$ cat config.mk
export PLATFORM = sky130hd
export DESIGN_NAME = mesi_line_ctrl
export DESIGN_NICKNAME = d
export VERILOG_FILES = /design/src/rtl/mesi_pkg.sv /design/src/rtl/mesi_tag_cmp.sv /design/src/rtl/mesi_next_state.sv /design/src/rtl/mesi_bus_drv.sv /design/src/rtl/mesi_line_ctrl.sv
export SDC_FILE = /design/constraint.sdc
export NUM_CORES = 1
export LEC_CHECK = 0
export ABC_CLOCK_PERIOD_IN_PS = 2200
export BUFFER_PORTS_ARGS = -buffer_cell sky130_fd_sc_hd__buf_2
export CORE_MARGIN = 3
export CORE_UTILIZATION = 35
export CTS_CLUSTER_DIAMETER = 30
export DETAILED_ROUTE_END_ITERATION = 10
export PLACE_DENSITY_LB_ADDON = 0.08
export SYNTH_ARGS = -nofsm -noshare
export SYNTH_HDL_FRONTEND = slang
export SYNTH_SLANG_ARGS = --single-unit
$ cat constraint.sdc
create_clock -name clk_i -period 2.2 [get_ports clk_i]
set_input_delay 0.44 -clock clk_i [delete_from_list [all_inputs] [get_ports clk_i]]
set_output_delay 0.44 -clock clk_i [all_outputs]
set_load 0.005 [all_outputs]
$ cat src/rtl/mesi_pkg.sv
package mesi_pkg;
  typedef enum logic [2:0] {
    ST_I  = 3'd0,
    ST_S  = 3'd1,
    ST_E  = 3'd2,
    ST_M  = 3'd3,
    ST_IS = 3'd4,  // read miss waiting for grant
    ST_IM = 3'd5,  // write miss waiting for grant
    ST_SM = 3'd6,  // upgrade waiting for grant
    ST_WB = 3'd7   // dirty eviction waiting for grant
  } line_st_e;

  typedef enum logic [1:0] {
    CMD_RD   = 2'd0,
    CMD_RDX  = 2'd1,
    CMD_UPGR = 2'd2,
    CMD_WB   = 2'd3
  } bus_cmd_e;

  function automatic logic st_waiting(line_st_e s);
    return s[2];
  endfunction

  function automatic logic st_has_copy(line_st_e s);
    return (s == ST_S) || (s == ST_E) || (s == ST_M) || (s == ST_SM) || (s == ST_WB);
  endfunction
endpackage

$ cat src/rtl/mesi_tag_cmp.sv
module mesi_tag_cmp
  import mesi_pkg::*;
#(
  parameter int ADDR_W = 16
) (
  input  line_st_e          state_i,
  input  logic [ADDR_W-1:0] tag_i,
  input  logic [ADDR_W-1:0] cpu_addr_i,
  input  logic              snp_valid_i,
  input  logic [ADDR_W-1:0] snp_addr_i,
  output logic              cpu_hit_o,
  output logic              snp_hit_o
);
  logic stable_valid;

  assign stable_valid = (state_i == ST_S) || (state_i == ST_E) || (state_i == ST_M);
  assign cpu_hit_o    = stable_valid && (tag_i == cpu_addr_i);
  // pending fills hold the new tag but no data, so they do not answer snoops
  assign snp_hit_o    = snp_valid_i && st_has_copy(state_i) && (tag_i == snp_addr_i);
endmodule

$ cat src/rtl/mesi_next_state.sv
module mesi_next_state
  import mesi_pkg::*;
(
  input  line_st_e state_i,
  input  logic     cpu_rd_i,
  input  logic     cpu_wr_i,
  input  logic     cpu_hit_i,
  input  logic     snp_hit_i,
  input  bus_cmd_e snp_cmd_i,
  input  logic     bus_gnt_i,
  input  logic     bus_shared_i,
  input  logic     pend_wr_i,
  output line_st_e state_o,
  output logic     flush_o,
  output logic     done_o,
  output logic     tag_from_cpu_o,
  output logic     tag_from_pend_o,
  output logic     pend_load_o
);
  line_st_e after_wb;

  assign after_wb = pend_wr_i ? ST_IM : ST_IS;

  always_comb begin
    state_o         = state_i;
    flush_o         = 1'b0;
    done_o          = 1'b0;
    tag_from_cpu_o  = 1'b0;
    tag_from_pend_o = 1'b0;
    pend_load_o     = 1'b0;
    if (st_waiting(state_i) && bus_gnt_i) begin
      case (state_i)
        ST_IS: begin
          state_o = bus_shared_i ? ST_S : ST_E;
          done_o  = 1'b1;
        end
        ST_IM, ST_SM: begin
          state_o = ST_M;  // write lands in the grant cycle: ownership cannot be lost first
          done_o  = 1'b1;
        end
        default: begin  // ST_WB
          flush_o         = 1'b1;
          state_o         = after_wb;
          tag_from_pend_o = 1'b1;
        end
      endcase
    end else if (snp_hit_i) begin
      case (state_i)
        ST_M: begin
          if (snp_cmd_i == CMD_RD) begin
            flush_o = 1'b1;
            state_o = ST_S;
          end else if (snp_cmd_i == CMD_RDX) begin
            flush_o = 1'b1;
            state_o = ST_I;
          end
        end
        ST_E: state_o = (snp_cmd_i == CMD_RD) ? ST_S : ST_I;
        ST_S: if (snp_cmd_i != CMD_RD) state_o = ST_I;
        ST_SM: if (snp_cmd_i != CMD_RD) state_o = ST_IM;  // lost race: fetch with ownership
        ST_WB: begin
          if (snp_cmd_i != CMD_UPGR) begin
            // dirty data leaves now; eviction no longer needed
            flush_o         = 1'b1;
            state_o         = after_wb;
            tag_from_pend_o = 1'b1;
          end
        end
        default: ;
      endcase
    end else if (!st_waiting(state_i) && (cpu_rd_i || cpu_wr_i)) begin
      if (cpu_hit_i) begin
        if (cpu_wr_i) begin
          if (state_i == ST_S) begin
            state_o = ST_SM;
          end else begin
            state_o = ST_M;
            done_o  = 1'b1;
          end
        end else begin
          done_o = 1'b1;
        end
      end else if (state_i == ST_M) begin
        state_o     = ST_WB;
        pend_load_o = 1'b1;
      end else begin
        state_o        = cpu_wr_i ? ST_IM : ST_IS;
        tag_from_cpu_o = 1'b1;
      end
    end
  end
endmodule

$ cat src/rtl/mesi_bus_drv.sv
module mesi_bus_drv
  import mesi_pkg::*;
#(
  parameter int ADDR_W = 16
) (
  input  line_st_e          state_i,
  input  logic [ADDR_W-1:0] tag_i,
  output logic              req_o,
  output bus_cmd_e          cmd_o,
  output logic [ADDR_W-1:0] addr_o
);
  assign req_o  = st_waiting(state_i);
  assign addr_o = tag_i;

  always_comb begin
    case (state_i)
      ST_IM:   cmd_o = CMD_RDX;
      ST_SM:   cmd_o = CMD_UPGR;
      ST_WB:   cmd_o = CMD_WB;
      default: cmd_o = CMD_RD;
    endcase
  end
endmodule

$ cat src/rtl/mesi_line_ctrl.sv
module mesi_line_ctrl
  import mesi_pkg::*;
#(
  parameter int ADDR_W = 16
) (
  input  logic              clk_i,
  input  logic              rst_ni,
  input  logic              cpu_rd_i,
  input  logic              cpu_wr_i,
  input  logic [ADDR_W-1:0] cpu_addr_i,
  output logic              cpu_done_o,
  output logic              bus_req_o,
  output logic [1:0]        bus_cmd_o,
  output logic [ADDR_W-1:0] bus_addr_o,
  input  logic              bus_gnt_i,
  input  logic              bus_shared_i,
  input  logic              snp_valid_i,
  input  logic [1:0]        snp_cmd_i,
  input  logic [ADDR_W-1:0] snp_addr_i,
  output logic              flush_o,
  output logic [2:0]        line_state_o
);
  line_st_e          state_q, state_d;
  logic [ADDR_W-1:0] tag_q, pend_addr_q;
  logic              pend_wr_q;
  logic              cpu_hit, snp_hit;
  logic              tag_from_cpu, tag_from_pend, pend_load;
  bus_cmd_e          cmd;

  mesi_tag_cmp #(.ADDR_W(ADDR_W)) u_tag (
    .state_i    (state_q),
    .tag_i      (tag_q),
    .cpu_addr_i (cpu_addr_i),
    .snp_valid_i(snp_valid_i),
    .snp_addr_i (snp_addr_i),
    .cpu_hit_o  (cpu_hit),
    .snp_hit_o  (snp_hit)
  );

  mesi_next_state u_ns (
    .state_i        (state_q),
    .cpu_rd_i       (cpu_rd_i),
    .cpu_wr_i       (cpu_wr_i),
    .cpu_hit_i      (cpu_hit),
    .snp_hit_i      (snp_hit),
    .snp_cmd_i      (bus_cmd_e'(snp_cmd_i)),
    .bus_gnt_i      (bus_gnt_i),
    .bus_shared_i   (bus_shared_i),
    .pend_wr_i      (pend_wr_q),
    .state_o        (state_d),
    .flush_o        (flush_o),
    .done_o         (cpu_done_o),
    .tag_from_cpu_o (tag_from_cpu),
    .tag_from_pend_o(tag_from_pend),
    .pend_load_o    (pend_load)
  );

  mesi_bus_drv #(.ADDR_W(ADDR_W)) u_bus (
    .state_i(state_q),
    .tag_i  (tag_q),
    .req_o  (bus_req_o),
    .cmd_o  (cmd),
    .addr_o (bus_addr_o)
  );

  assign bus_cmd_o    = cmd;
  assign line_state_o = state_q;

  always_ff @(posedge clk_i or negedge rst_ni) begin
    if (!rst_ni) begin
      state_q     <= ST_I;
      tag_q       <= '0;
      pend_addr_q <= '0;
      pend_wr_q   <= 1'b0;
    end else begin
      state_q <= state_d;
      if (tag_from_cpu)       tag_q <= cpu_addr_i;
      else if (tag_from_pend) tag_q <= pend_addr_q;
      if (pend_load) begin
        pend_addr_q <= cpu_addr_i;
        pend_wr_q   <= cpu_wr_i;
      end
    end
  end

  AST_DONE_NEEDS_REQ: assert property (@(posedge clk_i) disable iff (!rst_ni)
    cpu_done_o |-> (cpu_rd_i || cpu_wr_i));
  AST_E_WRITE_SILENT: assert property (@(posedge clk_i) disable iff (!rst_ni)
    (state_q == ST_E && cpu_wr_i && cpu_addr_i == tag_q && !snp_valid_i)
    |=> (state_q == ST_M && !bus_req_o));
  AST_UPGR_HOLDS_DONE: assert property (@(posedge clk_i) disable iff (!rst_ni)
    (state_q == ST_SM && !bus_gnt_i) |-> !cpu_done_o);
  AST_UPGR_GRANT_M: assert property (@(posedge clk_i) disable iff (!rst_ni)
    (state_q == ST_SM && bus_gnt_i) |=> state_q == ST_M);
  AST_LOST_UPGR_RDX: assert property (@(posedge clk_i) disable iff (!rst_ni)
    (state_q == ST_SM && !bus_gnt_i && snp_valid_i && snp_addr_i == tag_q &&
     snp_cmd_i != CMD_RD) |=> (state_q == ST_IM && bus_cmd_o == CMD_RDX));
  AST_WR_MISS_CMD: assert property (@(posedge clk_i) disable iff (!rst_ni)
    (state_q == ST_IM) |-> (bus_req_o && bus_cmd_o == CMD_RDX));
  AST_M_RD_FLUSH: assert property (@(posedge clk_i) disable iff (!rst_ni)
    (state_q == ST_M && snp_valid_i && snp_addr_i == tag_q && snp_cmd_i == CMD_RD)
    |-> flush_o);
  AST_M_RD_TO_S: assert property (@(posedge clk_i) disable iff (!rst_ni)
    (state_q == ST_M && snp_valid_i && snp_addr_i == tag_q && snp_cmd_i == CMD_RD)
    |=> state_q == ST_S);
  AST_OTHER_ADDR_QUIET: assert property (@(posedge clk_i) disable iff (!rst_ni)
    (snp_valid_i && snp_addr_i != tag_q && !cpu_rd_i && !cpu_wr_i) |=> $stable(state_q));
  AST_WB_GRANT_FLUSH: assert property (@(posedge clk_i) disable iff (!rst_ni)
    (state_q == ST_WB && bus_gnt_i) |-> (flush_o && !cpu_done_o));
  AST_BUS_EXCLUSIVE: assert property (@(posedge clk_i) disable iff (!rst_ni)
    !(bus_gnt_i && snp_valid_i));
endmodule

==> impl_metrics.py, run 1 <==
metrics = {
    "sta": {
        "post-route-min-period_ns": 2.42,
        "finClkSkew_ns": 0.00718,
        "slew_violations": 0,
        "slew_headroom_pct": 71.5,
        "fin_crit_sh_pct": 110,
        "hold_viol": 0,
        "timing.fmax_mhz": 413,
        "rsz0062_at_grt": "yes",
        "whs_ns": 0.0505,
        "worst_pin_slew_ns": 0.427,
        "setup_slack_ns": -0.219,
        "fin_setup_tns_ns": -0.418,
        "setup_viol": 3,
    },
    "job": {
        "maxCapViolations": 0,
    },
    "synth": {
        "ys_ff_latch": 36,
        "dominantRegCellSynth": "dfrtp_1",
        "ys_seq_area_share_pct": 40.4,
        "synthArstFlopShare_pct": 100,
        "synth_warnings": 0,
        "synth-edff-count": 0,
        "syn-num-nets": 264,
        "ys_types": 41,
        "netlist_instances": 223,
        "synth.cell_area_um2": 2230,
        "avgSynthCellArea_um2": 10.0,
    },
    "place": {
        "dp.cells": 377,
        "io_buffers": 64,
        "dp_hpwl_um": 4370,
        "post_dp_cell_area_um2": 2830,
        "placement.setup.worst_slack_ns": -0.170,
        "place.gp.congestion": 0.826,
    },
    "layout": {
        "nNetsFinal": 359,
        "final-instance-count-excl-fill": 394,
        "num_antenna_cells": 0,
        "layout-drive-gt1-share_pct": 44.8,
        "postLayoutCoreUtil_pct": 51.7,
        "syn_to_final_growth_pct": 40.6,
        "final_area_um2": 3140,
    },
    "floorplan": {
        "fp.dieH_um": 85.8,
        "start_util_pct": 36.8,
        "core_area_um2": 6060,
        "pin_count": 65,
        "num_rows": 28,
        "die_w_um": 85.8,
        "fp.dieArea_um2": 7360,
    },
    "power_and_ir_drop": {
        "finalPower_mw": 3.97,
        "p_leak_nw": 1.49,
        "swShare_pct": 39.0,
        "seqPwrFrac_pct": 33.0,
        "comb_power_share_pct": 54.9,
        "switching_power_mw": 1.55,
        "ir_drop_mv": 0.499,
        "power_frac_clock_pct": 12.1,
        "power_density_nw_per_um2": 1260,
        "intPower_mw": 2.42,
    },
    "clock_network": {
        "clock_sinks": 36,
        "clock_tree.root_cell": "clkbuf_8",
        "insertion_delay_ns": 0.29,
        "clk_pin_slew_ns": 0.08,
        "cts_tree": "done",
        "cts_buffers": 5,
        "clk_path_buf_depth": 2,
        "cts_max_level": 2,
        "cts_hold_buffers": 0,
    },
    "route": {
        "wirelength_um": 6050,
        "drt-vias-per-instance": 4.99,
        "drc": 0,
        "routedWlPerCell_um": 15.4,
        "drt_first_pass_iters": 4,
        "antenna_left": 0,
        "drt_iter0_markers": 68,
        "vias": 1967,
    },
    "global_routing": {
        "grtUsageTotal_pct": 16.4,
        "grt_first_pass_wirelength_um": 9350,
        "grt_remaining_overflow": 0,
        "antenna_found_initial": 0,
        "grt_pass1_vias": 1891,
        "grt_max_degree": 33,
    },
    "worst_setup_path": {
        "r2r.worst_path.cells": 9,
        "crit_required_ns": 1.76,
        "cp_max_fo": 4,
        "reg2reg_from": "tag_q[12]",
        "r2r_slack_ns": 0,
        "arrival_ns": 1.98,
        "regToRegEndpoint": "tag_q[11]",
        "cp-start-kind": "flip-flop",
        "cp-end-kind": "output pin",
        "critPathKind": "reg -> out",
    },
    "status": {
        "status": "finished with violations",
        "violations": "setup timing",
    },
    "hold_path": {
        "hold_class": "in -> async",
    },
}
==> sequential cells by signal, summed over array words and instances (netlist names) <==
register and flops:
line_state_o 3, tag_q 16, pend_wr_q 1, pend_addr_q 16
==> power by group through the flow <==
stage	registers [mW]	logic [mW]	clock network, mW
floorplan	1.27	1.22	0
global placement	1.30	1.93	0
detailed placement	1.31	1.93	0
CTS	1.29	1.99	0.494
global route	1.36	2.38	0.525
finish	1.31	2.18	0.479
==> worst max-delay path by stage <==
stage	slack [ns]	endpoint	cells past startpoint	start
3_5_place_dp	-0.17	flush_o	8	snp_addr_i[13]
5_1_grt	-0.32	cpu_done_o	7	tag_q[10]
6_report	-0.22	flush_o	7	tag_q[12]
3_3_place_gp	-0.19	flush_o	8	snp_addr_i[11]
2_1_floorplan	0.13	pend_addr_q[10]	7	cpu_addr_i[10]
4_1_cts	-0.25	flush_o	7	tag_q[7]
==> worst max-delay path: stages (launching register included) <==
cell and delay [ns]:
dfrtp_1 0.45, xnor2_2 0.20, nand4_1 0.17, nor3_4 0.28
nand2_2 0.11, or2_4 0.24, a21oi_2 0.12, buf_2 0.12
==> cells in the final DEF (no fill, tap or decap), drive strengths merged <==
cell type   n
clkinv      1
or2         1
nand2      23
o32a        1
nand3b      1
and2        2
xor2       14
o31a        1
mux2       17
a22o        1
dfrtp      36
inv         4
nor4        2
nor2       12
o22ai       5
nor2b       1
nand4       5
xnor2      18
mux2i      16
a22oi       2
nand3       3
a31oi       3
nand2b      2
clkbuf      8
a32o        1
nor3        9
a21oi       5
nor3b       1
o22a        1
buf        98
a21boi      1
o21ai      24
==> per-layer routing <==
| metal | global-route usage (%) | routed length (um) | vias up |
|---|---|---|---|
| met3 | 4.51 | 253 | 8 |
| met2 | 25.0 | 2750 | 46 |
| met1 | 23.0 | 2970 | 936 |
| li1 | - | - | 977 |
| met5 | 0 | 0 | - |
| met4 | 4.03 | 74 | 0 |
==> Yosys cell counts (2+ instances only) <==
cell       n  area [um2]
buf_4      2        15.0
nand4_1    5        31.3
o21ai_1    6        30.0
nand3_1    3        15.0
a22oi_1    2        15.0
nor4_1     2        12.5
nor3_1     7        35.0
and2_1     2        12.5
clkbuf_1   5        18.8
nor2_1    11        41.3
dfrtp_1   36         901
o21ai_0   13        65.1
o21ai_2    5        43.8
inv_1      4        15.0
a31oi_1    3        18.8
mux2i_1   16         160
nand2_1   23        86.3
o22ai_1    4        25.0
xor2_1    14         123
nand2b_1   2        12.5
xnor2_1   18         158
mux2_2    17         191
a21oi_1    5        25.0
==> repair_timing <==
action                     CTS  global route
setup endpoints to repair   29            38
buffers inserted             6             4
pin swaps                    9             9
resized for setup            6            29
hold endpoints to repair     0             0
gates cloned                 0             1
==> layout make-up <==
cell class	count	area, um2
clock buffers	7	76.3
clock inverters	1	8.76
fillers	613	2930
inverters	4	15.0
multi-input cells	172	1380
flip-flops and latches	36	902
well taps	75	93.8
repair buffers	99	658
==> cells by family (layout without fill, tap and decap cells) <==
group	after synthesis	in the layout	share of synthesized area (%)
muxes	33	33	15.8
and+or+nand+nor	62	62	14.5
buffers and inverters	15	111	3.81
DFF	36	36	40.4
xor gates and xnor gates	32	32	12.6
AOI/OAI and AO/OA	45	45	13.0
Power figures use the tool's default switching activity.
==> run 2, diff against run 1 <==
Settings changed: CORE_MARGIN 3 to 2.
==> run 2 against run 1 <==
Compared with the run above:
- the run still ends with setup timing left
- first-iteration DRC count is 29% lower
- via count stayed put
- sequential share of layout area is 0.092 points lower
- combinational power is 3% higher
- die area is 4.6% lower
- worst setup slack better by 0.093 ns
- power is 1.8% higher
- largest cell class unchanged
==> impl_metrics.py, run 2 (synthesized netlist as in run 1, its figures left out) <==
metrics = {
    "status": {
        "status": "finished with violations",
        "violations": "setup timing",
    },
    "power_and_ir_drop": {
        "ir_drop_mv": 0.543,
        "finalPower_mw": 4.04,
        "power_density_nw_per_um2": 1280,
        "p_leak_nw": 1.49,
    },
    "floorplan": {
        "core_area_um2": 6240,
        "fp.dieH_um": 83.8,
        "num_rows": 29,
        "die_w_um": 83.8,
        "start_util_pct": 35.7,
        "fp.dieArea_um2": 7020,
        "pin_count": 65,
    },
    "sta": {
        "setup_viol": 2,
        "slew_headroom_pct": 72.8,
        "worst_pin_slew_ns": 0.407,
        "rsz0062_at_grt": "yes",
        "hold_viol": 0,
        "timing.fmax_mhz": 430,
        "fin_crit_sh_pct": 106,
        "slew_violations": 0,
        "post-route-min-period_ns": 2.33,
        "setup_slack_ns": -0.126,
        "finClkSkew_ns": 0.00639,
    },
    "layout": {
        "num_antenna_cells": 0,
        "layout-drive-gt1-share_pct": 46.4,
        "postLayoutCoreUtil_pct": 50.4,
        "nNetsFinal": 361,
        "nFillCells": 616,
        "layout_common_cells": "64 x buf_2, 35 x dfrtp_1, 31 x buf_4",
        "syn_to_final_growth_pct": 41.1,
        "final_common_cell": "buf_2",
        "final_area_um2": 3150,
    },
    "clock_network": {
        "clock_sinks": 36,
        "clk_path_buf_depth": 2,
        "clk_pin_slew_ns": 0.08,
        "cts_hold_buffers": 0,
        "cts_max_level": 2,
        "insertion_delay_ns": 0.29,
        "clock_tree.root_cell": "clkbuf_8",
        "cts_buffers": 5,
        "cts_tree": "done",
    },
    "global_routing": {
        "grt_max_degree": 21,
        "grt_remaining_overflow": 0,
        "antenna_found_initial": 0,
        "grt_first_pass_wirelength_um": 9830,
        "grtUsageTotal_pct": 17.6,
        "grt_pass1_vias": 1988,
    },
    "worst_setup_path": {
        "cp_max_fo": 4,
        "cp-start-kind": "flip-flop",
        "critPathKind": "reg -> out",
        "arrival_ns": 1.89,
        "crit_required_ns": 1.76,
        "cp-end-kind": "output pin",
    },
    "hold_path": {
        "hold_class": "in -> async",
    },
    "route": {
        "drt_iter0_markers": 48,
        "drc": 0,
        "antenna_left": 0,
        "vias": 1967,
        "wirelength_um": 6130,
        "routedWlPerCell_um": 15.4,
        "drt-vias-per-instance": 4.94,
        "drt_first_pass_iters": 4,
    },
    "place": {
        "place.gp.congestion": 0.814,
        "dp_hpwl_um": 4270,
        "post_dp_cell_area_um2": 2820,
        "io_buffers": 64,
    },
    "job": {
        "maxCapViolations": 0,
    },
}
==> run 2: cell types whose count changed in the layout (fill, tap and decap cells not counted), sizes merged <==
| cell | previous run | this run |
|---|---|---|
| buf | 98 | 100 |
==> run 2: layout make-up <==
type	count	area (um2)	share of cell area, %
Timing Repair Buffer	101	661	21.0
Multi-Input combinational cell	172	1390	44.1
Sequential cell	36	902	28.7
Clock inverter	1	8.76	0.278
Clock buffer	7	76.3	2.43
Inverter	4	15.0	0.477
Tap cell	77	96.3	3.06
==> run 2: repair_timing <==
item,in CTS,in global routing
gates cloned,0,1
endpoints found under the setup margin,2,38
hold endpoints to repair,0,0
pin swaps,6,12
gates resized for setup,7,29
buffers inserted,7,3
==> run 2: final timing paths <==
path                                     start         endpoint  cells past startpoint  slack (ns)
worst max-delay path                  tag_q[4]          flush_o                      7       -0.13
min in group clk_i              cpu_addr_i[12]        tag_q[12]                      3        0.39
max in group asynchronous               rst_ni        pend_wr_q                      2        1.60
worst min register to register  pend_addr_q[3]   pend_addr_q[3]                      1        0.51
worst min-delay path                    rst_ni         tag_q[9]                      1        0.07
worst max register to register        tag_q[7]  pend_addr_q[10]                     10        0.01
==> run 2: layer usage <==
metal	up-vias	track usage, %	share of wire [%]
li1	976	-	-
met1	936	25.2	50
met2	45	26.5	45
met3	10	3.26	3.6
met4	0	6.30	1.7
met5	-	0	0
==> run 2: where the power goes <==
| part | total (mW) | switching (mW) | internal (mW) |
|---|---|---|---|
| logic | 2.25 | 1.01 | 1.24 |
| registers | 1.31 | 0.312 | 0.995 |
| clock network | 0.477 | 0.250 | 0.226 |
==> run 2: worst max-delay path, cell delays in order, from the launching register on <==
cell,delay [ns]
dfrtp_1,0.43
xnor2_1,0.17
nand4_1,0.16
nor3_2,0.24
nand2_1,0.12
or2_4,0.24
a21oi_2,0.12
buf_2,0.12
==> run 2: metrics by stage <==
stage / hold slack (ns) / setup TNS (ns) / setup WS, ns / cells
2_1_floorplan: 0.144 / 0 / 0.126 / 223
3_3_place_gp: 0.387 / -1.55 / -0.0891 / 380
3_5_place_dp: 0.392 / -1.53 / -0.0969 / 380
4_1_cts: 0.0652 / -0.359 / -0.186 / 395
5_1_grt: 0.0856 / -3.77 / -0.273 / 398
6_report: 0.0665 / -0.227 / -0.126 / 398
==> run 3, diff against run 2 <==
Settings changed: ABC_AREA set to 1, ABC_CLOCK_PERIOD_IN_PS 2200 to 2300.
Clock period 2.2 ns to 2.3 ns, I/O delays scaled along.
==> run 3 against run 2 <==
Compared with the run above:
- the flow now finishes without violations
- critical path depth up 3
- first-iteration DRC count increased to 3.1 times the previous value
- sequential power decreased by 12%
- critical path type unchanged
==> impl_metrics.py, run 3 <==
metrics = {
    "status": {
        "status": "finished clean",
    },
    "job": {
        "maxCapViolations": 0,
    },
    "synth": {
        "ys_top_cells_by_count": "245 x nand2_1, 59 x inv_1, 56 x nor2_1",
        "netlist_instances": 507,
        "synthArstFlopShare_pct": 100,
        "yosysMostFrequentCell": "nand2_1",
        "synth.cell_area_um2": 2960,
        "yosysTopAreaCellShare_pct": 31.0,
        "ys_seq_area_share_pct": 30.4,
        "ys_ff_latch": 36,
        "dominantRegCellSynth": "dfrtp_1",
        "synth-edff-count": 0,
        "ys_types": 28,
        "avgSynthCellArea_um2": 5.85,
        "synthTopCellsByArea": "nand2_1 31%, dfrtp_1 30%, inv_1 7.5%, nor2_1 7.1%, nand3_1 5.1%",
        "syn-num-nets": 548,
        "yosysTopAreaCell": "nand2_1",
        "synth_warnings": 0,
    },
    "floorplan": {
        "fp.dieArea_um2": 9220,
        "core_area_um2": 8220,
        "die_w_um": 96.0,
        "start_util_pct": 36.1,
        "num_rows": 33,
        "fp.dieH_um": 96.0,
        "pin_count": 65,
    },
    "layout": {
        "layout_common_cells": "228 x nand2_1, 64 x buf_2, 54 x inv_1",
        "final_common_cell": "nand2_1",
        "layout-drive-gt1-share_pct": 28.5,
        "syn_to_final_growth_pct": 28.6,
        "final_area_um2": 3810,
        "nNetsFinal": 637,
        "nFillCells": 918,
        "final-instance-count-excl-fill": 702,
        "num_antenna_cells": 0,
    },
    "sta": {
        "fin_crit_sh_pct": 99.8,
        "setup_viol": 0,
        "slew_headroom_pct": 42.6,
        "post-route-min-period_ns": 2.29,
        "rsz0062_at_grt": "yes",
        "hold_viol": 0,
        "worst_pin_slew_ns": 0.861,
        "timing.fmax_mhz": 436,
        "finClkSkew_ns": 0.00979,
        "slew_violations": 0,
    },
    "global_routing": {
        "grtUsageTotal_pct": 21.7,
        "antenna_found_initial": 0,
        "grt_max_degree": 37,
        "grt_pass1_vias": 3079,
        "grt_first_pass_wirelength_um": 15200,
        "grt_remaining_overflow": 0,
    },
    "worst_setup_path": {
        "crit_top_cell": "nand2_1",
        "cp-end-kind": "output pin",
        "max_stage_delay_ns": 0.45,
        "reg2reg_from": "tag_q[12]",
        "critPathKind": "reg -> out",
        "critical_path.top_delay_family": "simple AND/OR/NAND/NOR gates",
        "cp-start-kind": "flip-flop",
        "r2r_slack_ns": 0.35,
        "crit_required_ns": 1.84,
        "arrival_ns": 1.83,
        "r2r.worst_path.cells": 13,
        "worstPathCellList": "nand2_2 -> o21ai_0 -> nor2_1 -> nand2_1 -> nor2_2 -> nand3_2 -> nor2_4 -> a21boi_2 -> nand2_1 -> buf_2",
        "cp_max_fo": 5,
        "crit_buf_inv": 1,
        "critical_path.slowest_cell": "dfrtp_2",
        "regToRegEndpoint": "tag_q[15]",
    },
    "clock_network": {
        "cts_tree": "done",
        "clock_sinks": 36,
        "cts_max_level": 2,
        "cts_hold_buffers": 0,
        "clk_pin_slew_ns": 0.08,
        "clk_path_buf_depth": 2,
        "cts_buffers": 5,
        "clock_tree.root_cell": "clkbuf_8",
        "insertion_delay_ns": 0.30,
    },
    "route": {
        "wirelength_um": 9630,
        "drt_first_pass_iters": 5,
        "routedWlPerCell_um": 13.7,
        "vias": 3345,
        "drt_iter0_markers": 147,
        "drt-vias-per-instance": 4.76,
        "antenna_left": 0,
        "drc": 0,
    },
    "power_and_ir_drop": {
        "power_density_nw_per_um2": 1020,
        "ir_drop_mv": 0.323,
        "p_leak_nw": 2.25,
    },
    "place": {
        "io_buffers": 64,
        "dp_hpwl_um": 7300,
        "dp.cells": 677,
        "post_dp_cell_area_um2": 3420,
        "place.gp.congestion": 0.956,
    },
    "hold_path": {
        "hold_class": "in -> async",
    },
}
[run 3: metal layers]
| layer | vias to the layer above | global-route usage, % | part of all wire (%) |
|---|---|---|---|
| met3 | 8 | 3.21 | 4.0 |
| li1 | 1717 | - | - |
| met2 | 80 | 35.9 | 47 |
| met4 | 0 | 5.24 | 1.3 |
| met5 | - | 0 | 0 |
| met1 | 1540 | 29.7 | 48 |
[run 3: where the power goes]
group / switching (mW) / leakage (nW) / internal (mW)
clock network: 0.253 / 0.0510 / 0.240
registers: 0.258 / 0.462 / 0.892
logic: 1.34 / 1.74 / 0.884
[run 3: what timing repair did]
item,CTS,global route
setup buffers,4,13
resized for setup,8,48
setup endpoints to repair,2,2
pin swaps,1,17
endpoints found under the hold margin,0,0
[run 3: worst max path at each step]
stage	startpoint	end	slack, ns	cells past startpoint
final	tag_q[10]	flush_o	0.005	10
after global routing	tag_q[13]	flush_o	-0.11	11
after CTS	tag_q[0]	flush_o	0.0009	11
after detailed placement	snp_addr_i[2]	cpu_done_o	0.08	9
after global placement	snp_addr_i[2]	cpu_done_o	0.09	9
after floorplan	line_state_o[2]	flush_o	0.37	10
[run 3: cells by family after synthesis]
family / Yosys count / share of synthesized area (%)
AND/OR/NAND/NOR: 357 / 50.7
buffers and inverters: 76 / 11.1
flip-flops: 36 / 30.4
AO/OA/AOI/OAI: 31 / 5.74
XOR/XNOR: 7 / 2.07
[run 3: worst reg2reg max path, stage by stage, from the launching register on]
cell	delay, ns
dfrtp_2	0.46
inv_1	0.06
nand2_1	0.11
nand2_1	0.06
nor2_1	0.10
nand2_1	0.09
nor2_1	0.21
nand3_2	0.15
nand4_4	0.12
buf_4	0.25
nand2_1	0.09
nand2_1	0.08
nand2_1	0.05
nand2_1	0.06
[run 3: stage by stage]
stage	power, mW	worst slack, ns	setup TNS [ns]	util [%]	hold slack [ns]
final	3.87	0.00537	0	46.4	0.267
after global routing	4.24	-0.110	-0.183	46.4	0.336
after CTS	3.65	0.000882	0	43.4	0.305
after detailed placement	3.09	0.0758	0	41.6	0.474
after global placement	3.06	0.0887	0	41.6	0.468
after floorplan	2.45	0.372	0	-	0.164
[run 3: layout make-up]
type / count / area (um2) / area share, %
clock inverters: 2 / 10.0 / 0.263
multi-input cells: 395 / 1900 / 49.8
flip-flops and latches: 36 / 912 / 23.9
well taps: 105 / 131 / 3.45
clock buffers: 6 / 82.6 / 2.17
repair buffers: 92 / 531 / 13.9
inverters: 66 / 248 / 6.50
